<file path="config.mk">
export PLATFORM = sky130hd
export DESIGN_NAME = shadow_cfg_bank
export DESIGN_NICKNAME = d
export VERILOG_FILES = /design/src/rtl/shcfg_pkg.sv /design/src/rtl/shcfg_cell.sv /design/src/rtl/shcfg_xfer_fsm.sv /design/src/rtl/shcfg_rdmux.sv /design/src/rtl/shadow_cfg_bank.sv
export SDC_FILE = /design/constraint.sdc
export NUM_CORES = 1
export LEC_CHECK = 0
export BUFFER_PORTS_ARGS = -buffer_cell sky130_fd_sc_hd__buf_2
export CAP_MARGIN = 20
export CORE_MARGIN = 2
export CORE_UTILIZATION = 45
export DETAILED_ROUTE_END_ITERATION = 8
export PLACE_DENSITY = 0.76
export SLEW_MARGIN = 20
export SYNTH_ARGS = -nofsm -noshare
export SYNTH_HDL_FRONTEND = slang
export SYNTH_SLANG_ARGS = --single-unit
export TNS_END_PERCENT = 1
</file>
<file path="constraint.sdc">
create_clock -name clk -period 1.6 [get_ports clk]
set_input_delay 0.08 -clock clk [delete_from_list [all_inputs] [get_ports clk]]
set_output_delay 0.08 -clock clk [all_outputs]
set_load 0.005 [all_outputs]
</file>
<file path="src/rtl/shcfg_pkg.sv">
package shcfg_pkg;

    localparam int DATA_W   = 8;
    localparam int ADDR_W   = 8;
    localparam int NUM_ADDR = 1 << ADDR_W;
    localparam logic [ADDR_W-1:0] XFER_ADDR = 8'hFF;
    localparam int XFER_BIT = 0;

    // Implemented bits per address; zero means the address is not implemented.
    function automatic logic [DATA_W-1:0] reg_mask(input logic [ADDR_W-1:0] a);
        if (a >= 8'h3A && a <= 8'h4C) return 8'hFF;
        case (a)
            8'h00:   return 8'h3C;
            8'h01:   return 8'hFF;
            8'h02:   return 8'h0F;
            8'h08:   return 8'h23;
            8'h09:   return 8'h01;
            8'h0B:   return 8'h07;
            8'h0D:   return 8'hBF;
            8'h10:   return 8'hFF;
            8'h14:   return 8'hF7;
            8'h15:   return 8'h0F;
            8'h18:   return 8'h1F;
            8'hA8:   return 8'h0F;
            default: return 8'h00;
        endcase
    endfunction

    function automatic logic reg_shadowed(input logic [ADDR_W-1:0] a);
        if (a >= 8'h3A && a <= 8'h4C) return 1'b1;
        return (a == 8'h09) || (a == 8'h0B) || (a == 8'h14) || (a == 8'h18);
    endfunction

    function automatic logic [DATA_W-1:0] reg_default(input logic [ADDR_W-1:0] a);
        case (a)
            8'h00:   return 8'h18;
            8'h01:   return 8'h5A;
            8'h02:   return 8'h03;
            8'h09:   return 8'h01;
            8'h14:   return 8'h01;
            default: return 8'h00;
        endcase
    endfunction

    // Bits that read back at an address, including the transfer bit.
    function automatic logic [DATA_W-1:0] read_mask(input logic [ADDR_W-1:0] a);
        if (a == XFER_ADDR) return DATA_W'(1) << XFER_BIT;
        return reg_mask(a);
    endfunction

    function automatic int count_regs();
        int n = 0;
        for (int a = 0; a < NUM_ADDR; a++)
            if (reg_mask(ADDR_W'(a)) != '0) n++;
        return n;
    endfunction

    localparam int N_REGS = count_regs();
    localparam int CFG_W  = N_REGS * DATA_W;

    function automatic int slot_of(input logic [ADDR_W-1:0] a);
        int n = 0;
        for (int b = 0; b < NUM_ADDR; b++)
            if (b < int'(a) && reg_mask(ADDR_W'(b)) != '0) n++;
        return n;
    endfunction

    function automatic logic [ADDR_W-1:0] addr_of_slot(input int s);
        int k = 0;
        for (int a = 0; a < NUM_ADDR; a++) begin
            if (reg_mask(ADDR_W'(a)) != '0) begin
                if (k == s) return ADDR_W'(a);
                k++;
            end
        end
        return '0;
    endfunction

    // Bit map of cfg_o lanes that belong to shadowed registers.
    function automatic logic [CFG_W-1:0] shadow_lanes();
        logic [CFG_W-1:0] m = '0;
        for (int s = 0; s < N_REGS; s++)
            if (reg_shadowed(addr_of_slot(s))) m[s*DATA_W +: DATA_W] = '1;
        return m;
    endfunction

endpackage

</file>
<file path="src/rtl/shcfg_cell.sv">
module shcfg_cell
    import shcfg_pkg::*;
#(
    parameter bit                SHADOWED = 1'b0,
    parameter logic [DATA_W-1:0] MASK     = '1,
    parameter logic [DATA_W-1:0] RST_VAL  = '0
) (
    input  logic              clk,
    input  logic              rst_n,
    input  logic              wr_hit,
    input  logic [DATA_W-1:0] wr_data,
    input  logic              commit,
    output logic [DATA_W-1:0] rb_q,
    output logic [DATA_W-1:0] act_q
);

    localparam logic [DATA_W-1:0] RST_M = RST_VAL & MASK;

    logic [DATA_W-1:0] wval;
    logic [DATA_W-1:0] shd_q;

    assign wval = wr_data & MASK;

    // Shadow copy: only shadowed cells capture host writes here.
    always_ff @(posedge clk or negedge rst_n) begin
        if (!rst_n) begin
            shd_q <= RST_M;
        end else if (SHADOWED && wr_hit) begin
            shd_q <= wval;
        end
    end

    // Active copy: shadowed cells load on commit (a same-edge write wins),
    // the others load directly from the write.
    always_ff @(posedge clk or negedge rst_n) begin
        if (!rst_n) begin
            act_q <= RST_M;
        end else if (SHADOWED) begin
            if (commit) act_q <= wr_hit ? wval : shd_q;
        end else if (wr_hit) begin
            act_q <= wval;
        end
    end

    generate
        if (SHADOWED) begin : g_rb_shadow
            assign rb_q = shd_q;
        end else begin : g_rb_active
            assign rb_q = act_q;
        end
    endgenerate

endmodule

</file>
<file path="src/rtl/shcfg_xfer_fsm.sv">
module shcfg_xfer_fsm (
    input  logic clk,
    input  logic rst_n,
    input  logic arm_req,
    output logic commit,
    output logic xfer_flag
);

    typedef enum logic [0:0] {
        XF_IDLE  = 1'b0,
        XF_ARMED = 1'b1
    } xfer_state_e;

    xfer_state_e state_q;
    xfer_state_e state_d;

    always_ff @(posedge clk or negedge rst_n) begin
        if (!rst_n) state_q <= XF_IDLE;
        else        state_q <= state_d;
    end

    // Transitions: arm (IDLE->ARMED), commit (ARMED->IDLE), rearm (ARMED->ARMED).
    always_comb begin
        state_d = state_q;
        unique case (state_q)
            XF_IDLE:  state_d = arm_req ? XF_ARMED : XF_IDLE;
            XF_ARMED: state_d = arm_req ? XF_ARMED : XF_IDLE;
            default:  state_d = XF_IDLE;
        endcase
    end

    always_comb begin
        commit    = 1'b0;
        xfer_flag = 1'b0;
        unique case (state_q)
            XF_IDLE:  begin
                commit    = 1'b0;
                xfer_flag = 1'b0;
            end
            XF_ARMED: begin
                commit    = 1'b1;
                xfer_flag = 1'b1;
            end
            default:  begin
                commit    = 1'b0;
                xfer_flag = 1'b0;
            end
        endcase
    end

endmodule

</file>
<file path="src/rtl/shcfg_rdmux.sv">
module shcfg_rdmux
    import shcfg_pkg::*;
(
    input  logic              clk,
    input  logic              rst_n,
    input  logic              rd_en,
    input  logic [ADDR_W-1:0] rd_addr,
    input  logic [CFG_W-1:0]  rb_flat,
    input  logic              xfer_flag,
    output logic [DATA_W-1:0] rd_data
);

    logic [N_REGS-1:0] hit;
    logic [DATA_W-1:0] pick;

    genvar s;
    generate
        for (s = 0; s < N_REGS; s++) begin : g_hit
            localparam logic [ADDR_W-1:0] SLOT_ADDR = addr_of_slot(s);
            assign hit[s] = (rd_addr == SLOT_ADDR);
        end
    endgenerate

    always_comb begin
        pick = '0;
        for (int k = 0; k < N_REGS; k++)
            pick |= {DATA_W{hit[k]}} & rb_flat[k*DATA_W +: DATA_W];
        if (rd_addr == XFER_ADDR)
            pick = DATA_W'(xfer_flag) << XFER_BIT;
    end

    always_ff @(posedge clk or negedge rst_n) begin
        if (!rst_n)     rd_data <= '0;
        else if (rd_en) rd_data <= pick;
    end

endmodule

</file>
<file path="src/rtl/shadow_cfg_bank.sv">
module shadow_cfg_bank
    import shcfg_pkg::*;
(
    input  logic                        clk,
    input  logic                        rst_n,
    input  logic                        wr_en,
    input  logic [7:0]                  wr_addr,
    input  logic [7:0]                  wr_data,
    input  logic                        rd_en,
    input  logic [7:0]                  rd_addr,
    output logic [7:0]                  rd_data,
    output logic [shcfg_pkg::CFG_W-1:0] cfg_o
);

    logic             arm_req;
    logic             commit;
    logic             xfer_flag;
    logic [CFG_W-1:0] rb_flat;

    assign arm_req = wr_en && (wr_addr == XFER_ADDR) && wr_data[XFER_BIT];

    shcfg_xfer_fsm u_xfer (
        .clk       (clk),
        .rst_n     (rst_n),
        .arm_req   (arm_req),
        .commit    (commit),
        .xfer_flag (xfer_flag)
    );

    genvar s;
    generate
        for (s = 0; s < N_REGS; s++) begin : g_reg
            localparam logic [ADDR_W-1:0] A = addr_of_slot(s);
            logic hit_w;
            assign hit_w = wr_en && (wr_addr == A);

            shcfg_cell #(
                .SHADOWED (reg_shadowed(A)),
                .MASK     (reg_mask(A)),
                .RST_VAL  (reg_default(A))
            ) u_cell (
                .clk     (clk),
                .rst_n   (rst_n),
                .wr_hit  (hit_w),
                .wr_data (wr_data),
                .commit  (commit),
                .rb_q    (rb_flat[s*DATA_W +: DATA_W]),
                .act_q   (cfg_o[s*DATA_W +: DATA_W])
            );
        end
    endgenerate

    shcfg_rdmux u_rd (
        .clk       (clk),
        .rst_n     (rst_n),
        .rd_en     (rd_en),
        .rd_addr   (rd_addr),
        .rb_flat   (rb_flat),
        .xfer_flag (xfer_flag),
        .rd_data   (rd_data)
    );

endmodule

</file>
==> results of run 1 <==
[metrics by stage]
step | hold WS, ps | area [sq um] | total power, W | util (%)
floorplan | -215.6 | 18200 | 0.01187 | -
global placement | -29.10 | 21850 | 0.01292 | 55.00
detailed placement | -33.16 | 21850 | 0.01294 | 55.00
CTS | 76.69 | 23450 | 0.02349 | 59.01
global route | 124.8 | 23500 | 0.02410 | 59.13
finish | 94.95 | 23500 | 0.02338 | 59.14
[metal layers]
metal	routed length, um	GRT usage (%)	part of all wire (%)
met1	25560	40.16	42
met2	28050	45.80	46
met3	4953	6.505	8.1
met4	2840	13.30	4.6
met5	0	0	0
[worst paths after layout]
path | to | slack (ps) | cells past startpoint
worst min register to register | g_reg[29].u_cell.act_q[2] | 500 | 1
worst max register to register | u_rd.rd_data[5] | -210 | 7
min in group asynchronous | g_reg[5].u_cell.rb_q[0] | 140 | 3
worst min-delay path | u_xfer.state_q | 90 | 5
max in group asynchronous | g_reg[12].u_cell.rb_q[7] | 910 | 3
worst max-delay path | u_rd.rd_data[5] | -210 | 7
[final cells by class]
class                      count  area (sq um)
antenna                        1         2.502
clock buffer                  55          1202
clock inverter                24         279.0
fill                        3156         16230
inverter                       3         11.26
multi-input combinational    799          7278
sequential                   419         10500
tap                          525         656.9
timing repair buffer         517          3563
[cells by family (layout without fill, tap and decap cells)]
logic type	after synthesis	in the layout	share of synthesized area [%]
simple gates	211	211	6.271
other cells	1	23	0.02074
flops	419	419	58.08
buf+inv	111	599	2.838
mux	430	430	27.15
compound gates	136	136	5.634
[registers in the layout, indices dropped and copies added, names as in the netlist]
| name | count |
|---|---|
| u_xfer.state_q | 1 |
| g.u_cell.rb_q | 184 |
| g.u_cell.act_q | 226 |
| u_rd.rd_data | 8 |
[critical path, stage by stage (launching register included)]
cell and delay, ps:
dfrtp_1 400, and3b_1 190, a21oi_2 200, o32ai_2 130, a2111oi_2 340, buf_4 170
and4_4 220, o21ai_2 50
[what timing repair did]
item                                   in CTS  in global routing
hold buffers                                7                  0
pin swaps                                   5                  4
setup endpoints to repair                   6                 14
buffers inserted                            1                  0
gates resized for setup                    10                 11
endpoints found under the hold margin     416                  0
[cells in the final DEF, fill, tap and decap left out, types with 6 or more instances in the layout]
cell,netlist,layout
dlygate4sd3_1,0,6
a22oi_1,25,24
mux2i_1,16,14
o211ai_1,8,8
nor3_1,11,11
nand4_1,6,6
dfrtp_1,407,406
buf_4,22,224
a21oi_1,14,13
nand2_1,50,50
clkbuf_8,0,6
mux2_4,8,8
nor2_2,3,7
nor2b_1,22,21
a31oi_1,9,9
buf_12,0,25
clkinv_2,0,11
dfstp_2,12,12
clkbuf_16,0,44
nand3_1,26,26
a32oi_1,17,17
nor2_1,33,29
conb_1,1,22
o21ai_0,14,12
mux2_2,401,401
nor4_1,10,6
buf_2,11,261
a22o_1,10,10
and2_1,13,13
[power groups by stage]
stage               Clock [W]  Combinational [W]  Sequential, W
global placement            0            0.00161         0.0113
CTS                    0.0107            0.00167         0.0111
detailed placement          0            0.00164         0.0113
finish                 0.0106            0.00169         0.0111
floorplan                   0           0.000682         0.0112
global route           0.0111            0.00181         0.0111
==> flow_metrics.env, run 1 <==
export IMPL_switching_share_pct=24.09
export IMPL_clock_sinks=419
export IMPL_nets=1811
export IMPL_timing_final_max_slew_violations=0
export IMPL_worstPathRequired_ps=2060
export IMPL_path_clk_slew_ps=70
export IMPL_io_pins=284
export IMPL_setup_tns_final_ps=-495.7
export IMPL_period_minus_slack_ps=1808
export IMPL_pwr_share_seq_pct=47.6
export IMPL_power_frac_clock_pct=45.2
export IMPL_die_h_um=204.4
export IMPL_failed_checks="negative setup slack"
export IMPL_p_leak_nw=12.24
export IMPL_start_util_pct=45.50
export IMPL_p_per_area_nw_per_um2=995.0
export IMPL_power_switching_w=0.005632
export IMPL_area_growth_syn_to_layout_pct=29.98
export IMPL_hp_class="in -> reg"
export IMPL_die_area_sq_um=41790
export IMPL_worstSetupPathType="reg -> reg"
export IMPL_fmax_mhz=553.2
export IMPL_die_w_um=204.4
export IMPL_slew_headroom_pct=41.87
export IMPL_grt_pass1_vias=14105
export IMPL_yosysWarnings=0
export IMPL_reg2reg_from="g_reg[21].u_cell.rb_q[5]"
export IMPL_synth_seq_area_share_pct=58.08
export IMPL_run_status="complete, but fails checks"
export IMPL_ir_drop_uv=666.9
export IMPL_post_place_cells=2255
export IMPL_cts_tree="built"
export IMPL_p_comb_share_pct=7.2
export IMPL_tightest_slew_ps=871.9
export IMPL_place_ws_ps=-604.5
export IMPL_cts_root_buf="clkbuf_16"
export IMPL_routed_via_density=5.765
export IMPL_coreArea_sq_um=39730
export IMPL_synth_edf_count=0
export IMPL_grt_pass1_wl_mm=90.51
export IMPL_rsz0062_at_grt="yes"
export IMPL_syn_area_sq_um=18080
export IMPL_wl_per_cell_um=26.21
export IMPL_synthFlopType="dfrtp_1"
export IMPL_wl_mm=61.40
export IMPL_cts_buffer_depth=3
export IMPL_ant_nets=0
export IMPL_syn_inst=1308
export IMPL_drive_gt1_share_pct=57.62
export IMPL_avgSynthCellArea_sq_um=13.82
export IMPL_crit_fanout=2
export IMPL_numCtsBuffers=43
export IMPL_worstSetupEndpointType="flip-flop"
export IMPL_fp_row_count=73
export IMPL_crit_start="g_reg[21].u_cell.rb_q[5]"
export IMPL_drc=0
export IMPL_first_pass_iters=5
export IMPL_gp_congestion=1.051
export IMPL_async_reset_ff_share_pct=100.0
export IMPL_drtIter0Drc=1213
export IMPL_grt_max_degree=85
export IMPL_cp_start_kind="flip-flop"
export IMPL_grt_usage_pct=29.63
export IMPL_ys_seq_elements=419
export IMPL_clock_latency_ps=580
export IMPL_holdCritStartpoint="wr_en"
export IMPL_maxCapViolCount=0
export IMPL_synth_distinct_cells=65
export IMPL_netlist_top_cells_count="dfrtp_1, mux2_2, clkbuf_1"
export IMPL_layout_setup_ws_ps=-207.7
export IMPL_post_dp_hpwl_mm=45.68
export IMPL_yosysTopAreaCell="dfrtp_1"
export IMPL_p_int_w=0.01775
export IMPL_fin_crit_sh_pct=113.0
export IMPL_port_buffers=261
export IMPL_grt_overflow=0
export IMPL_ctsHtreeMaxLevel=2
export IMPL_vias=13507
export IMPL_setup_viol=5
export IMPL_final_cells=2343
export IMPL_hold_viol=0
export IMPL_synthDominantCellAreaShare_pct=56.34
export IMPL_synth_area_top_cells="dfrtp_1, mux2_2, dfstp_2"
export IMPL_synth_most_common_cell="dfrtp_1"
export IMPL_arrival_ps=2260
export IMPL_fin_worst_skew_ps=16.09
export IMPL_antenna_found_initial=1
(Power assumes the default switching activity.)
==> run 2, diff against run 1 <==
--- a/config.mk
+++ b/config.mk
@@ -5,12 +5,12 @@
 export SDC_FILE = /design/constraint.sdc
 export NUM_CORES = 1
 export LEC_CHECK = 0
-export BUFFER_PORTS_ARGS = -buffer_cell sky130_fd_sc_hd__buf_2
+export BUFFER_PORTS_ARGS = -buffer_cell sky130_fd_sc_hd__clkbuf_2
 export CAP_MARGIN = 20
 export CORE_MARGIN = 2
 export CORE_UTILIZATION = 45
 export DETAILED_ROUTE_END_ITERATION = 8
-export PLACE_DENSITY = 0.76
+export PLACE_DENSITY = 0.74
 export SLEW_MARGIN = 20
 export SYNTH_ARGS = -nofsm -noshare
 export SYNTH_HDL_FRONTEND = slang
==> constraint.sdc (replaced) <==
create_clock -name clk -period 2.17 [get_ports clk]
set_input_delay 0.1085 -clock clk [delete_from_list [all_inputs] [get_ports clk]]
set_output_delay 0.1085 -clock clk [all_outputs]
set_load 0.005 [all_outputs]
==> run 2 against run 1 <==
  * The flow now finishes without violations
  * Total power down 27%
  * Die area stayed put
  * Final cell count shrank 5.8%
  * First-iteration DRC count decreased by 13%
  * Core utilization fell by 3.1 points
  * Critical path depth is 1 lower
  * Setup slack better by 280 ps
  * Critical path type unchanged
  * Critical endpoint unchanged
  * Highest routed layer unchanged
==> flow_metrics.env, run 2 (synthesis gave the netlist of run 1 again) <==
export IMPL_grt_pass1_vias=13035
export IMPL_cpPeakStageDelay_ps=640
export IMPL_worstSetupPathType="reg -> reg"
export IMPL_first_pass_iters=5
export IMPL_die_w_um=204.4
export IMPL_crit_slowest_cell="a2111oi_1"
export IMPL_drc=0
export IMPL_drive_gt1_share_pct=52.94
export IMPL_grt_overflow=0
export IMPL_setup_viol=0
export IMPL_ctsHtreeMaxLevel=2
export IMPL_ir_drop_uv=489.0
export IMPL_die_area_sq_um=41790
export IMPL_rsz0062_at_grt="no"
export IMPL_largest_register="g.u_cell.act_q"
export IMPL_arrival_ps=2520
export IMPL_start_util_pct=45.50
export IMPL_nFillCells=3217
export IMPL_largest_register_ffs=226
export IMPL_post_dp_hpwl_mm=42.79
export IMPL_p_comb_share_pct=6.4
export IMPL_path_cells="and3b_1 > a21oi_1 > o32ai_1 > a2111oi_1 > and4_1 > o21ai_0"
export IMPL_p_int_w=0.01312
export IMPL_die_h_um=204.4
export IMPL_coreArea_sq_um=39730
export IMPL_crit_fanout=2
export IMPL_clock_latency_ps=570
export IMPL_run_status="completed"
export IMPL_final_common_cell="dfrtp_1"
export IMPL_crit_buf_inv=0
export IMPL_timing_final_max_slew_violations=0
export IMPL_drtIter0Drc=1059
export IMPL_port_buffers=261
export IMPL_fin_worst_skew_ps=25.05
export IMPL_routed_via_density=5.739
export IMPL_numCtsBuffers=43
export IMPL_layout_common_cells="dfrtp_1, mux2_2, clkbuf_2, buf_4, nand2_1"
export IMPL_power_frac_clock_pct=45.8
export IMPL_critPathTopFamily="compound AO/OA/AOI/OAI gates"
export IMPL_worstPathRequired_ps=2600
export IMPL_period_minus_slack_ps=2094
export IMPL_gp_congestion=1.017
export IMPL_antenna_found_initial=0
export IMPL_path_clk_slew_ps=70
export IMPL_pwr_share_seq_pct=47.8
export IMPL_wl_mm=58.52
export IMPL_placed_area_sq_um=20730
export IMPL_post_route_cell_area_sq_um=22260
export IMPL_vias=12661
export IMPL_p_leak_nw=11.28
export IMPL_cts_buffer_depth=3
export IMPL_fmax_mhz=477.6
export IMPL_cts_root_buf="clkbuf_16"
export IMPL_cp_start_kind="flip-flop"
export IMPL_p_per_area_nw_per_um2=769.2
export IMPL_final_core_util_pct=56.03
export IMPL_fin_crit_sh_pct=96.50
export IMPL_hold_viol=0
export IMPL_ant_nets=0
export IMPL_slew_headroom_pct=40.72
export IMPL_worstSetupEndpointType="flip-flop"
export IMPL_power_switching_w=0.004001
export IMPL_grt_usage_pct=28.04
export IMPL_grt_pass1_wl_mm=85.59
export IMPL_grt_max_degree=67
export IMPL_tightest_slew_ps=889.1
export IMPL_io_pins=284
export IMPL_num_antenna_cells=0
export IMPL_fp_row_count=73
export IMPL_hp_class="in -> async"
export IMPL_switching_share_pct=23.36
export IMPL_clock_sinks=419
export IMPL_wl_per_cell_um=26.53
export IMPL_cts_tree="built"
export IMPL_nets=1677
export IMPL_area_growth_syn_to_layout_pct=23.15
export IMPL_maxCapViolCount=0
==> run 2: cell count changes in the layout (fill, tap and decap cells not counted), sizes merged, moves of 2 or more <==
cell    delta
inv        -2
clkinv     -5
buf      -393
bufinv     +2
clkbuf   +262
==> run 2: metrics by stage <==
| step | total power (W) | std cells | setup WS (ps) | hold WS (ps) | setup TNS [ps] |
|---|---|---|---|---|---|
| finish | 0.01712 | 2206 | 76.03 | 82.21 | 0 |
| global route | 0.01761 | 2206 | 20.54 | 143.0 | 0 |
| CTS | 0.01719 | 2206 | 105.7 | 120.6 | 0 |
| detailed placement | 0.009405 | 2124 | -147.9 | 136.5 | -175.8 |
| global placement | 0.009384 | 2124 | -218.2 | 127.3 | -226.7 |
| floorplan | 0.008749 | 1329 | 293.2 | -187.1 | 0 |
==> run 2: cell type report <==
cell class	count	area (sq um)	share of cell area, %
Tap cell	525	656.9	2.951
Timing Repair Buffer	383	2445	10.98
Clock inverter	20	292.8	1.315
Clock buffer	57	1189	5.339
Sequential cell	419	10500	47.18
Inverter	3	11.26	0.05058
Multi-Input combinational cell	799	7163	32.18
==> run 2: final timing paths <==
path	end	slack [ps]	cells after the start	startpoint
setup / recovery	u_rd.rd_data[5]	80	6	g_reg[21].u_cell.rb_q[5]
hold / removal	g_reg[29].u_cell.act_q[6]	80	2	rst_n
setup reg to reg	u_rd.rd_data[5]	80	6	g_reg[21].u_cell.rb_q[5]
hold reg to reg	g_reg[8].u_cell.act_q[6]	510	1	g_reg[8].u_cell.act_q[6]
max in group asynchronous	g_reg[2].u_cell.act_q[0]	1180	3	rst_n
min in group clk	u_rd.rd_data[6]	240	4	rd_addr[5]
==> run 2: metal layers <==
metal / part of all wire, % / global-route usage [%] / up-vias
li1: - / - / 5447
met2: 47 / 44.08 / 592
met5: 0 / 0 / -
met4: 3.4 / 10.38 / 0
met1: 42 / 38.23 / 6512
met3: 7.6 / 6.186 / 110
==> run 2: repair_timing <==
action	CTS	global route
setup endpoints to repair	1	0
gates resized for setup	1	0
hold endpoints to repair	104	0
hold buffers	5	0
buffers inserted	0	0
==> run 2: power by group through the flow <==
| stage | clock network [W] | logic [W] | registers [W] |
|---|---|---|---|
| floorplan | 0 | 0.000499 | 0.00825 |
| global placement | 0 | 0.00107 | 0.00832 |
| detailed placement | 0 | 0.00108 | 0.00832 |
| CTS | 0.00791 | 0.00109 | 0.00818 |
| global route | 0.00824 | 0.00118 | 0.00820 |
| finish | 0.00784 | 0.00110 | 0.00819 |
==> run 3, diff against run 2 <==
--- a/config.mk
+++ b/config.mk
@@ -11,6 +11,7 @@
 export CORE_UTILIZATION = 45
 export DETAILED_ROUTE_END_ITERATION = 8
 export PLACE_DENSITY = 0.74
+export RECOVER_POWER = 25
 export SLEW_MARGIN = 20
 export SYNTH_ARGS = -nofsm -noshare
 export SYNTH_HDL_FRONTEND = slang
==> run 3 against run 2 <==
  * Wire length down 0.11%
  * Die area unchanged
  * Sequential share of layout area up 0.16 points
  * Critical path depth unchanged
  * Global-route usage unchanged
  * Maximum frequency about the same
  * Total power about the same
  * Clock skew down 1.1 ps
  * Combinational power about the same
  * Setup slack worse by 0.75 ps
  * Critical path type unchanged
  * Critical endpoint unchanged
==> flow_metrics.env, run 3 (synthesis gave the netlist of run 1 again) <==
export IMPL_fin_crit_sh_pct=96.53
export IMPL_ir_drop_uv=489.2
export IMPL_hp_class="in -> async"
export IMPL_grt_pass1_vias=13035
export IMPL_routed_via_density=5.758
export IMPL_tightest_slew_ps=1326
export IMPL_place_ws_ps=-147.9
export IMPL_crit_fanout=2
export IMPL_io_pins=284
export IMPL_setup_viol=0
export IMPL_coreArea_sq_um=39730
export IMPL_drc=0
export IMPL_drive_gt1_share_pct=52.89
export IMPL_die_h_um=204.4
export IMPL_nets=1677
export IMPL_clock_latency_ps=570
export IMPL_fin_worst_skew_ps=24.00
export IMPL_seq_area_sq_um=10500
export IMPL_post_dp_hpwl_mm=42.79
export IMPL_port_buffers=261
export IMPL_gp_congestion=1.017
export IMPL_antenna_found_initial=0
export IMPL_area_growth_syn_to_layout_pct=22.74
export IMPL_hold_viol=0
export IMPL_largest_register="g.u_cell.act_q"
export IMPL_grt_max_degree=67
export IMPL_cts_tree="built"
export IMPL_multi_input_area_sq_um=7163
export IMPL_num_antenna_cells=0
export IMPL_clock_sinks=419
export IMPL_worstPathRequired_ps=2600
export IMPL_die_area_sq_um=41790
export IMPL_largest_register_ffs=226
export IMPL_path_clk_slew_ps=70
export IMPL_numCtsBuffers=43
export IMPL_switching_share_pct=23.38
export IMPL_cts_root_buf="clkbuf_16"
export IMPL_start_util_pct=45.50
export IMPL_cp_start_kind="flip-flop"
export IMPL_setup_tns_final_ps=0
export IMPL_grt_usage_pct=28.04
export IMPL_timing_final_max_slew_violations=0
export IMPL_final_cells=2206
export IMPL_arrival_ps=2530
export IMPL_placed_area_sq_um=20730
export IMPL_rsz0062_at_grt="no"
export IMPL_die_w_um=204.4
export IMPL_grt_pass1_wl_mm=85.59
export IMPL_vias=12702
export IMPL_pwr_share_seq_pct=47.8
export IMPL_slew_headroom_pct=11.60
export IMPL_ctsHtreeMaxLevel=2
export IMPL_nFillCells=3228
export IMPL_cts_buffer_depth=3
export IMPL_worstSetupPathType="reg -> reg"
export IMPL_grt_overflow=0
export IMPL_p_comb_share_pct=6.3
export IMPL_post_route_cell_area_sq_um=22190
export IMPL_layout_setup_ws_ps=75.28
export IMPL_wl_mm=58.46
export IMPL_ant_nets=0
export IMPL_cts_setup_buffers=0
export IMPL_drtIter0Drc=1039
export IMPL_fmax_mhz=477.4
export IMPL_power_frac_clock_pct=45.8
export IMPL_p_per_area_nw_per_um2=771.1
export IMPL_maxCapViolCount=0
export IMPL_p_int_w=0.01311
export IMPL_layout_common_cells="dfrtp_1, mux2_2, clkbuf_2, buf_4, nand2_1"
export IMPL_run_status="completed"
export IMPL_final_common_cell="dfrtp_1"
export IMPL_period_minus_slack_ps=2095
export IMPL_first_pass_iters=5
export IMPL_worstSetupEndpointType="flip-flop"
export IMPL_wl_per_cell_um=26.50
export IMPL_final_core_util_pct=55.84
export IMPL_post_place_cells=2124
export IMPL_p_leak_nw=11.25
export IMPL_power_switching_w=0.004001
export IMPL_fp_row_count=73
-- run 3: power by group through the flow --
stage,sequential (W),combinational [W],clock (W)
6_report,0.00819,0.00108,0.00784
5_1_grt,0.00820,0.00116,0.00824
3_3_place_gp,0.00832,0.00107,0
4_1_cts,0.00818,0.00109,0.00791
2_1_floorplan,0.00825,0.000499,0
3_5_place_dp,0.00832,0.00108,0
-- run 3: routing by layer --
layer / up-vias / global-route usage (%) / share of wire [%]
met5: - / 0 / 0
met4: 0 / 10.38 / 3.6
met3: 110 / 6.186 / 7.8
met2: 592 / 44.08 / 46
met1: 6540 / 38.23 / 42
li1: 5460 / - / -
-- run 3: final timing paths --
path / depth (start not counted) / slack (ps) / to / startpoint
worst max-delay path: 6 / 80 / u_rd.rd_data[5] / g_reg[21].u_cell.rb_q[5]
worst min-delay path: 2 / 80 / g_reg[29].u_cell.act_q[6] / rst_n
worst max register to register: 6 / 80 / u_rd.rd_data[5] / g_reg[21].u_cell.rb_q[5]
worst min register to register: 1 / 510 / g_reg[8].u_cell.act_q[6] / g_reg[8].u_cell.act_q[6]
max in group asynchronous: 3 / 350 / g_reg[13].u_cell.act_q[6] / rst_n
min in group clk: 4 / 220 / u_rd.rd_data[6] / rd_addr[4]
-- run 3: through the flow --
step | total power, W | hold slack [ps]
after floorplan | 0.008749 | -187.1
after global placement | 0.009384 | 127.3
after detailed placement | 0.009405 | 136.5
after CTS | 0.01719 | 120.6
after global routing | 0.01759 | 120.6
final | 0.01711 | 77.54
-- run 3: final cells by class --
cell class | instances | share of cell area (%)
inverter | 3 | 0.05075
clock inverter | 20 | 1.320
multi-input combinational | 799 | 32.28
sequential | 419 | 47.34
clock buffer | 57 | 5.357
tap | 525 | 2.961
timing repair buffer | 383 | 10.69
-- run 3: what timing repair did --
action | 4_1_cts | 5_1_grt
gates resized for setup | 1 | 0
endpoints found under the setup margin | 1 | 0
hold endpoints to repair | 104 | 0
hold buffers | 5 | 0
-- run 3: critical path, cell delays in order, from the launching register on --
cell	delay [ps]
dfrtp_1	380
and3b_1	180
a21oi_1	260
o32ai_1	140
a2111oi_1	640
and4_1	280
o21ai_0	80
